$ cat config.mk
export PLATFORM = sky130hd
export DESIGN_NAME = dptr_bank
export DESIGN_NICKNAME = d
export VERILOG_FILES = /design/src/rtl/dptr_pkg.sv /design/src/rtl/dptr_decode.sv /design/src/rtl/dptr_reg.sv /design/src/rtl/dptr_sel.sv /design/src/rtl/dptr_bank.sv
export SDC_FILE = /design/constraint.sdc
export NUM_CORES = 1
export LEC_CHECK = 0
export ABC_AREA = 1
export BUFFER_PORTS_ARGS = -buffer_cell sky130_fd_sc_hd__buf_2
export CAP_MARGIN = 20
export CORE_UTILIZATION = 60
export CTS_CLUSTER_DIAMETER = 60
export DETAILED_ROUTE_END_ITERATION = 10
export PLACE_DENSITY_LB_ADDON = 0.25
export SETUP_SLACK_MARGIN = 0.4
export SLEW_MARGIN = 10
export SYNTH_ARGS = -nofsm -noshare
export SYNTH_HDL_FRONTEND = slang
export SYNTH_SLANG_ARGS = --single-unit
$ cat constraint.sdc
create_clock -name clk_i -period 3.46 [get_ports clk_i]
set_input_delay 0.173 -clock clk_i [delete_from_list [all_inputs] [get_ports clk_i]]
set_output_delay 0.173 -clock clk_i [all_outputs]
set_load 0.1 [all_outputs]
$ cat src/rtl/dptr_pkg.sv
package dptr_pkg;
  localparam int unsigned SFR_AW  = 8;
  localparam int unsigned BYTE_W  = 8;
  localparam int unsigned NUM_PTR = 2;
  localparam int unsigned PTR_W   = 2 * BYTE_W;
  localparam logic [SFR_AW-1:0] PTR_BASE = 8'h82;
  localparam logic [SFR_AW-1:0] SEL_ADDR = PTR_BASE + SFR_AW'(2 * NUM_PTR);

  typedef enum logic [2:0] {
    SRC_NONE,
    SRC_P0_LO,
    SRC_P0_HI,
    SRC_P1_LO,
    SRC_P1_HI,
    SRC_SEL
  } rd_src_e;
endpackage

$ cat src/rtl/dptr_decode.sv
module dptr_decode
  import dptr_pkg::*;
(
  input  logic              we_i,
  input  logic [SFR_AW-1:0] addr_i,
  output logic [NUM_PTR-1:0] wr_lo_o,
  output logic [NUM_PTR-1:0] wr_hi_o,
  output logic              wr_sel_o,
  output rd_src_e           rd_src_o
);
  for (genvar g = 0; g < NUM_PTR; g++) begin : g_dec
    localparam logic [SFR_AW-1:0] LoAddr = PTR_BASE + SFR_AW'(2 * g);
    localparam logic [SFR_AW-1:0] HiAddr = PTR_BASE + SFR_AW'(2 * g + 1);
    assign wr_lo_o[g] = we_i && (addr_i == LoAddr);
    assign wr_hi_o[g] = we_i && (addr_i == HiAddr);
  end

  assign wr_sel_o = we_i && (addr_i == SEL_ADDR);

  always_comb begin
    unique case (addr_i)
      PTR_BASE:             rd_src_o = SRC_P0_LO;
      PTR_BASE + 8'd1:      rd_src_o = SRC_P0_HI;
      PTR_BASE + 8'd2:      rd_src_o = SRC_P1_LO;
      PTR_BASE + 8'd3:      rd_src_o = SRC_P1_HI;
      SEL_ADDR:             rd_src_o = SRC_SEL;
      default:              rd_src_o = SRC_NONE;
    endcase
  end
endmodule

$ cat src/rtl/dptr_reg.sv
module dptr_reg
  import dptr_pkg::*;
(
  input  logic             clk_i,
  input  logic             rst_ni,
  input  logic             act_i,
  input  logic             ld_i,
  input  logic [PTR_W-1:0] ld_val_i,
  input  logic             inc_i,
  input  logic             wr_lo_i,
  input  logic             wr_hi_i,
  input  logic [BYTE_W-1:0] wdata_i,
  output logic [PTR_W-1:0] q_o
);
  localparam logic [PTR_W-1:0] One = PTR_W'(1);

  logic [PTR_W-1:0] q_d;

  always_comb begin
    q_d = q_o;
    if (wr_lo_i || wr_hi_i) begin
      // software byte write beats any core command
      if (wr_lo_i) q_d[BYTE_W-1:0]     = wdata_i;
      if (wr_hi_i) q_d[PTR_W-1:BYTE_W] = wdata_i;
    end else if (act_i && ld_i) begin
      q_d = ld_val_i;
    end else if (act_i && inc_i) begin
      q_d = q_o + One;
    end
  end

  always_ff @(posedge clk_i or negedge rst_ni) begin
    if (!rst_ni) q_o <= '0;
    else         q_o <= q_d;
  end
endmodule

$ cat src/rtl/dptr_sel.sv
module dptr_sel (
  input  logic clk_i,
  input  logic rst_ni,
  input  logic wr_i,
  input  logic wbit_i,
  input  logic flip_i,
  output logic sel_o
);
  always_ff @(posedge clk_i or negedge rst_ni) begin
    if (!rst_ni)     sel_o <= 1'b0;
    else if (wr_i)   sel_o <= wbit_i;
    else if (flip_i) sel_o <= ~sel_o;
  end
endmodule

$ cat src/rtl/dptr_bank.sv
module dptr_bank
  import dptr_pkg::*;
(
  input  logic        clk_i,
  input  logic        rst_ni,
  input  logic        sfr_we_i,
  input  logic [7:0]  sfr_addr_i,
  input  logic [7:0]  sfr_wdata_i,
  output logic [7:0]  sfr_rdata_o,
  input  logic        ld_i,
  input  logic [15:0] ld_val_i,
  input  logic        inc_i,
  input  logic        sel_flip_i,
  output logic [15:0] addr_o,
  output logic        sel_o
);
  logic [NUM_PTR-1:0] wr_lo, wr_hi;
  logic               wr_sel;
  rd_src_e            rd_src;
  logic [PTR_W-1:0]   ptr_q [NUM_PTR];

  dptr_decode u_dec (
    .we_i    (sfr_we_i),
    .addr_i  (sfr_addr_i),
    .wr_lo_o (wr_lo),
    .wr_hi_o (wr_hi),
    .wr_sel_o(wr_sel),
    .rd_src_o(rd_src)
  );

  dptr_sel u_sel (
    .clk_i (clk_i),
    .rst_ni(rst_ni),
    .wr_i  (wr_sel),
    .wbit_i(sfr_wdata_i[0]),
    .flip_i(sel_flip_i),
    .sel_o (sel_o)
  );

  for (genvar g = 0; g < NUM_PTR; g++) begin : g_ptr
    dptr_reg u_reg (
      .clk_i   (clk_i),
      .rst_ni  (rst_ni),
      .act_i   (sel_o == 1'(g)),
      .ld_i    (ld_i),
      .ld_val_i(ld_val_i),
      .inc_i   (inc_i),
      .wr_lo_i (wr_lo[g]),
      .wr_hi_i (wr_hi[g]),
      .wdata_i (sfr_wdata_i),
      .q_o     (ptr_q[g])
    );
  end

  assign addr_o = ptr_q[sel_o];

  always_comb begin
    unique case (rd_src)
      SRC_P0_LO: sfr_rdata_o = ptr_q[0][BYTE_W-1:0];
      SRC_P0_HI: sfr_rdata_o = ptr_q[0][PTR_W-1:BYTE_W];
      SRC_P1_LO: sfr_rdata_o = ptr_q[1][BYTE_W-1:0];
      SRC_P1_HI: sfr_rdata_o = ptr_q[1][PTR_W-1:BYTE_W];
      SRC_SEL:   sfr_rdata_o = {7'd0, sel_o};
      default:   sfr_rdata_o = '0;
    endcase
  end
endmodule

==> impl_metrics.toml, run 1 <==
[run_status]
status = "finished, final reports clean"

[place]
dpl.hpwl_microns = 8540
dpl.cell_count = 697
place_congestion = 0.935
numPortBuffers = 62

[logic_synthesis]
synth_area_sq_mm = 0.00331
synth_nets = 620
yosysUniqueCellTypes = 39
synth_cells = 580
seq_area_frac_synth_pct = 24.9
syn_avg_cell_area_sq_um = 5.71
ys_ff_latch = 33
ys_warn_count = 0

[worst_setup_path]
slowest_stage = "dfrtp_1"
worstPathArrival_ns = 2.39
endpoint_kind = "flip-flop"
required_ns = 3.65
r2r_slack_ns = 1.25
r2r-end = "g_ptr[0].u_reg.q_o[9]"
cp_slowest_stage_delay_ns = 0.64
startpoint_type = "flip-flop"
worstRegToRegCells = 7
crit_path_max_fanout = 25
crit_type = "reg2reg"
crit_path_cell_trace = "inv_2 > nand2_2 > o21ai_2 > a21oi_2 > inv_2 > nand2_1 > nand2_1"
reg2reg_from = "u_sel.sel_o"

[timing]
fin_crit_ns = 2.21
drv_slew = 0
rsz0062_at_grt = "false"
tightest_slew_ns = 0.804
hold_viol = 0
min_period_over_period_pct = 63.8
slew_headroom_pct = 46.4
fmax_mhz = 453
finClkSkew_ns = 0.00338
finalSetupViolCount = 0

[floorplanning]
num_io_pins = 63
die_x_microns = 76.3
die-area_sq_mm = 0.00582
core_area_sq_mm = 0.00520
initial_utilization_pct = 63.7
num_rows = 26
die_h_microns = 76.3

[pwr]
ir_drop_mv = 0.973
power.density_mw_per_mm2 = 1020
leakagePower_uw = 0.00210

[finish]
stdcell_count = 706
n_fill_cell = 492
syn_to_final_growth_pct = 13.0
final_common_cell = "nand2_1"
final_cell_mix = "nand2_1, nor2_1, inv_1, buf_2, nand3_1"
insertedDiodeCount = 0
drive_gt1_share_pct = 15.4
fin_util_pct = 71.9
nets = 675

[flow_run]
drv_cap = 0

[hold_path]
hold_path_depth = 4
min_from = "sel_flip_i"
whs_endpoint = "u_sel.sel_o"
hp-class = "in2reg"

[cts]
cts-root-buf = "clkbuf_8"
tritoncts = "built"
clock_sinks = 33
insertion_delay_ns = 0.29
cts.clk_slew.worst_paths_ns = 0.07
htreeDepth = 2
postCtsSetupBuffers = 0
cts_buffers = 5
cts_buffer_depth = 2

[drt]
dr.pass1.iters = 5
drt_iter0_drc = 518
wire_per_inst_microns = 15.9
routed_via_density = 5.88
drc = 0
num_vias = 4151
wl_microns = 11200
ant_nets = 0

[grt]
grt-ovfl-total = 0
grt.total_usage_pct = 40.1
grt_max_degree = 34
antenna_found_initial = 0
grt_pass1_vias = 3759
grt_pass1_wl_microns = 18400
[layer usage]
metal | GRT usage [%] | share of wire, %
met5 | 0 | 0
met1 | 54.9 | 41
met4 | 18.1 | 3.3
met2 | 62.6 | 44
met3 | 5.75 | 11
[area by class of cell]
class / instances / area, sq um / area share (%)
inverters: 71 / 269 / 7.19
repair buffers: 65 / 335 / 8.96
well taps: 70 / 87.6 / 2.34
clock inverters: 1 / 5.00 / 0.134
clock buffers: 7 / 96.3 / 2.57
multi-input cells: 459 / 2120 / 56.7
flip-flops and latches: 33 / 826 / 22.1
[power breakdown]
group / leakage [uW] / switching, uW / total (uW) / internal [uW]
clock: 0.0000542 / 155 / 335 / 180
combinational: 0.00165 / 2000 / 2570 / 567
sequential: 0.000390 / 336 / 899 / 563
[synthesized netlist by cell type]
cell type,instances,share of area (%)
nand2_1,209,24
nor2_1,73,8.3
inv_1,65,7.4
o21ai_0,53,8.0
nand3_1,52,7.9
dfrtp_1,33,25
a21oi_1,15,2.3
nand4_1,11,2.1
buf_2,9,1.4
nand2_2,6,1.1
o2111ai_1,4,1.1
clkbuf_1,3,0.34
inv_2,3,0.34
nand2_4,3,1.0
o21ai_1,3,0.45
o21ai_2,3,0.79
o21bai_1,3,0.68
o22ai_1,3,0.57
xor2_1,3,0.79
a21oi_2,2,0.53
buf_6,2,0.68
clkinv_1,2,0.23
ha_1,2,0.76
o211ai_1,2,0.45
or2_2,2,0.38
a21boi_2,1,0.34
and2_1,1,0.19
buf_1,1,0.11
buf_4,1,0.23
clkbuf_2,1,0.15
inv_4,1,0.19
nand2_8,1,0.60
nand3_2,1,0.30
nand3_4,1,0.53
nand3b_1,1,0.23
nor2_2,1,0.19
nor2_8,1,0.60
nor3_1,1,0.15
nor4_1,1,0.19
[worst max-delay path, delay by kind of cell, from the launching register on]
kind                   cells  cell delay (ns)
AO/OA/AOI/OAI              2             0.67
AND/OR/NAND/NOR            3             0.53
buffers and inverters      2             0.25
flip-flops                 1             0.64
[sequential cells by signal, summed over array words and instances, names as in the netlist]
register	flops
g_ptr.u_reg.q_o	32
u_sel.sel_o	1
[cell families after synthesis]
logic type | Yosys count | synth area share (%)
AO/OA/AOI/OAI | 89 | 15.1
buffers and inverters | 88 | 11.0
adder cells (fa/ha/maj) | 2 | 0.755
XOR/XNOR | 3 | 0.793
flip-flops | 33 | 24.9
AND/OR/NAND/NOR | 365 | 47.4
[per-stage QoR]
step           power (uW)  setup TNS, ns  hold slack [ns]  setup slack, ns  cell area (sq um)
2_1_floorplan        2910         -0.883           -0.123          -0.0820               3310
3_3_place_gp         3360              0            0.289             1.35               3630
3_5_place_dp         3420              0            0.297             1.33               3630
4_1_cts              3760              0            0.181             1.32               3740
5_1_grt              4040              0            0.223             1.11               3740
6_report             3800              0            0.183             1.25               3740
[worst max path at each step]
| stage | start | endpoint | depth (start not counted) |
|---|---|---|---|
| 2_1_floorplan | u_sel.sel_o | addr_o[10] | 3 |
| 3_3_place_gp | sfr_addr_i[3] | g_ptr[1].u_reg.q_o[2] | 10 |
| 3_5_place_dp | sfr_addr_i[3] | g_ptr[1].u_reg.q_o[7] | 10 |
| 4_1_cts | u_sel.sel_o | g_ptr[0].u_reg.q_o[9] | 7 |
| 5_1_grt | u_sel.sel_o | g_ptr[0].u_reg.q_o[3] | 9 |
| 6_report | u_sel.sel_o | g_ptr[0].u_reg.q_o[9] | 7 |
[timing repair]
action | CTS | global route
resized for setup | 0 | 0
hold buffers | 1 | 0
endpoints found under the hold margin | 33 | 0
Power figures use the tool's default switching activity.
==> inputs of run 2 (changes only) <==
--- a/config.mk
+++ b/config.mk
@@ -8,7 +8,7 @@
 export ABC_AREA = 1
 export BUFFER_PORTS_ARGS = -buffer_cell sky130_fd_sc_hd__buf_2
 export CAP_MARGIN = 20
-export CORE_UTILIZATION = 60
+export CORE_UTILIZATION = 57
 export CTS_CLUSTER_DIAMETER = 60
 export DETAILED_ROUTE_END_ITERATION = 10
 export PLACE_DENSITY_LB_ADDON = 0.25
==> constraint.sdc (replaced) <==
create_clock -name clk_i -period 2.1 [get_ports clk_i]
set_input_delay 0.105 -clock clk_i [delete_from_list [all_inputs] [get_ports clk_i]]
set_output_delay 0.105 -clock clk_i [all_outputs]
set_load 0.1 [all_outputs]
==> impl_metrics.toml, run 2 (synthesized netlist as in run 1, its figures left out) <==
[run_status]
status = "finished, final reports clean"

[place]
place_congestion = 0.963
dpl.hpwl_microns = 8800
numPortBuffers = 62
dpl.cell_count = 703

[finish]
largest_register_ffs = 32
drive_gt1_share_pct = 21.6
insertedDiodeCount = 0
regMostFlops = "g_ptr.u_reg.q_o"
top_regs = "g_ptr.u_reg.q_o x32, u_sel.sel_o x1"
stdcell_count = 719
nets = 686
fin_util_pct = 75.3
n_fill_cell = 477
ff_latch_area_sq_um = 833
final_cell_mix = "nand2_1, nor2_1, inv_1, nand3_1, buf_2"
multi_input_area_sq_mm = 0.00236
final_common_cell = "nand2_1"
syn_to_final_growth_pct = 25.9

[grt]
grt.total_usage_pct = 39.2
grt-ovfl-total = 0
grt_pass1_vias = 3730
antenna_found_initial = 0
grt_max_degree = 34
grt_pass1_wl_microns = 18400

[floorplanning]
initial_utilization_pct = 59.8
die-area_sq_mm = 0.00612
die_h_microns = 78.2
num_io_pins = 63
core_area_sq_mm = 0.00554
num_rows = 27
die_x_microns = 78.2

[cts]
tritoncts = "built"
cts.clk_slew.worst_paths_ns = 0.07
insertion_delay_ns = 0.29
cts_buffers = 5
cts-root-buf = "clkbuf_8"
clock_sinks = 33
cts_buffer_depth = 2
htreeDepth = 2

[worst_setup_path]
r2r-end = "g_ptr[1].u_reg.q_o[9]"
endpoint = "sfr_rdata_o[4]"
endpoint_kind = "output pin"
reg2reg_from = "u_sel.sel_o"
startpoint_type = "flip-flop"
worstPathArrival_ns = 1.58
crit_type = "reg2out"
worstRegToRegCells = 7
startpoint = "g_ptr[0].u_reg.q_o[12]"
r2r_slack_ns = 0.51
crit_path_max_fanout = 5
required_ns = 2.00

[drt]
ant_nets = 0
drt_iter0_drc = 516
wire_per_inst_microns = 16.3
drc = 0
wl_microns = 11700
num_vias = 4264
routed_via_density = 5.93
dr.pass1.iters = 6

[timing]
finalSetupViolCount = 0
min_period_over_period_pct = 80.3
fmax_mhz = 593
rsz0062_at_grt = "true"
hold_viol = 0
tightest_slew_ns = 0.804
slew_headroom_pct = 46.4
finClkSkew_ns = 0.00759
fin_crit_ns = 1.69
drv_slew = 0

[pwr]
ir_drop_mv = 1.62
power.density_mw_per_mm2 = 1700
leakagePower_uw = 0.00222

[flow_run]
drv_cap = 0

[hold_path]
hp-class = "in2reg"
==> run 2: how the worst min path moves through the flow <==
| stage | from | to | slack [ns] | depth (start not counted) |
|---|---|---|---|---|
| after detailed placement | rst_ni | g_ptr[1].u_reg.q_o[9] | 0.23 | 1 |
| after global placement | rst_ni | g_ptr[1].u_reg.q_o[11] | 0.22 | 1 |
| final | sel_flip_i | u_sel.sel_o | 0.14 | 4 |
| after floorplan | rst_ni | g_ptr[0].u_reg.q_o[0] | -0.19 | 0 |
| after global routing | sel_flip_i | u_sel.sel_o | 0.17 | 4 |
| after CTS | sel_flip_i | u_sel.sel_o | 0.13 | 4 |
==> run 2: where the power goes <==
part	switching (uW)	total [uW]	leakage [uW]	internal (uW)
Combinational	3680	5100	0.00180	1430
Clock	244	480	0.0000395	236
Sequential	551	1490	0.000386	941
Total	4470	7080	0.00222	2600
==> run 2: what timing repair did <==
item                       in CTS  in global routing
resized for setup              33                 19
pin swaps                       0                  3
hold buffers                    1                  0
buffers inserted                2                  5
setup endpoints to repair      35                 35
hold endpoints to repair       33                  0
==> run 2: cell type report <==
type                            count  area share [%]
Timing Repair Buffer               76            12.9
Clock buffer                        8            1.92
Multi-Input combinational cell    459            56.6
Inverter                           71            6.48
Sequential cell                    33            20.0
Tap cell                           72            2.16
==> run 2: metrics by stage <==
stage	power (uW)	area [sq um]	hold WS (ns)	setup TNS (ns)	worst slack (ns)
floorplan	5270	3530	-0.191	-0.268	-0.0894
global placement	6050	3870	0.220	0	0.345
detailed placement	6130	3870	0.228	0	0.335
CTS	6890	4080	0.135	0	0.396
global route	7490	4170	0.170	0	0.392
finish	7080	4170	0.143	0	0.414
==> run 2: metal layers <==
layer	share of wire [%]	GRT usage, %	vias up
li1	-	-	1981
met1	41	53.4	1928
met2	45	64.5	318
met3	11	4.19	37
met4	3.0	13.9	0
met5	0	0	-
==> run 2: critical path, stage by stage, from the launching register on <==
cell and delay, ns:
dfrtp_1 0.47, inv_1 0.19, o2111ai_1 0.35, buf_6 0.28
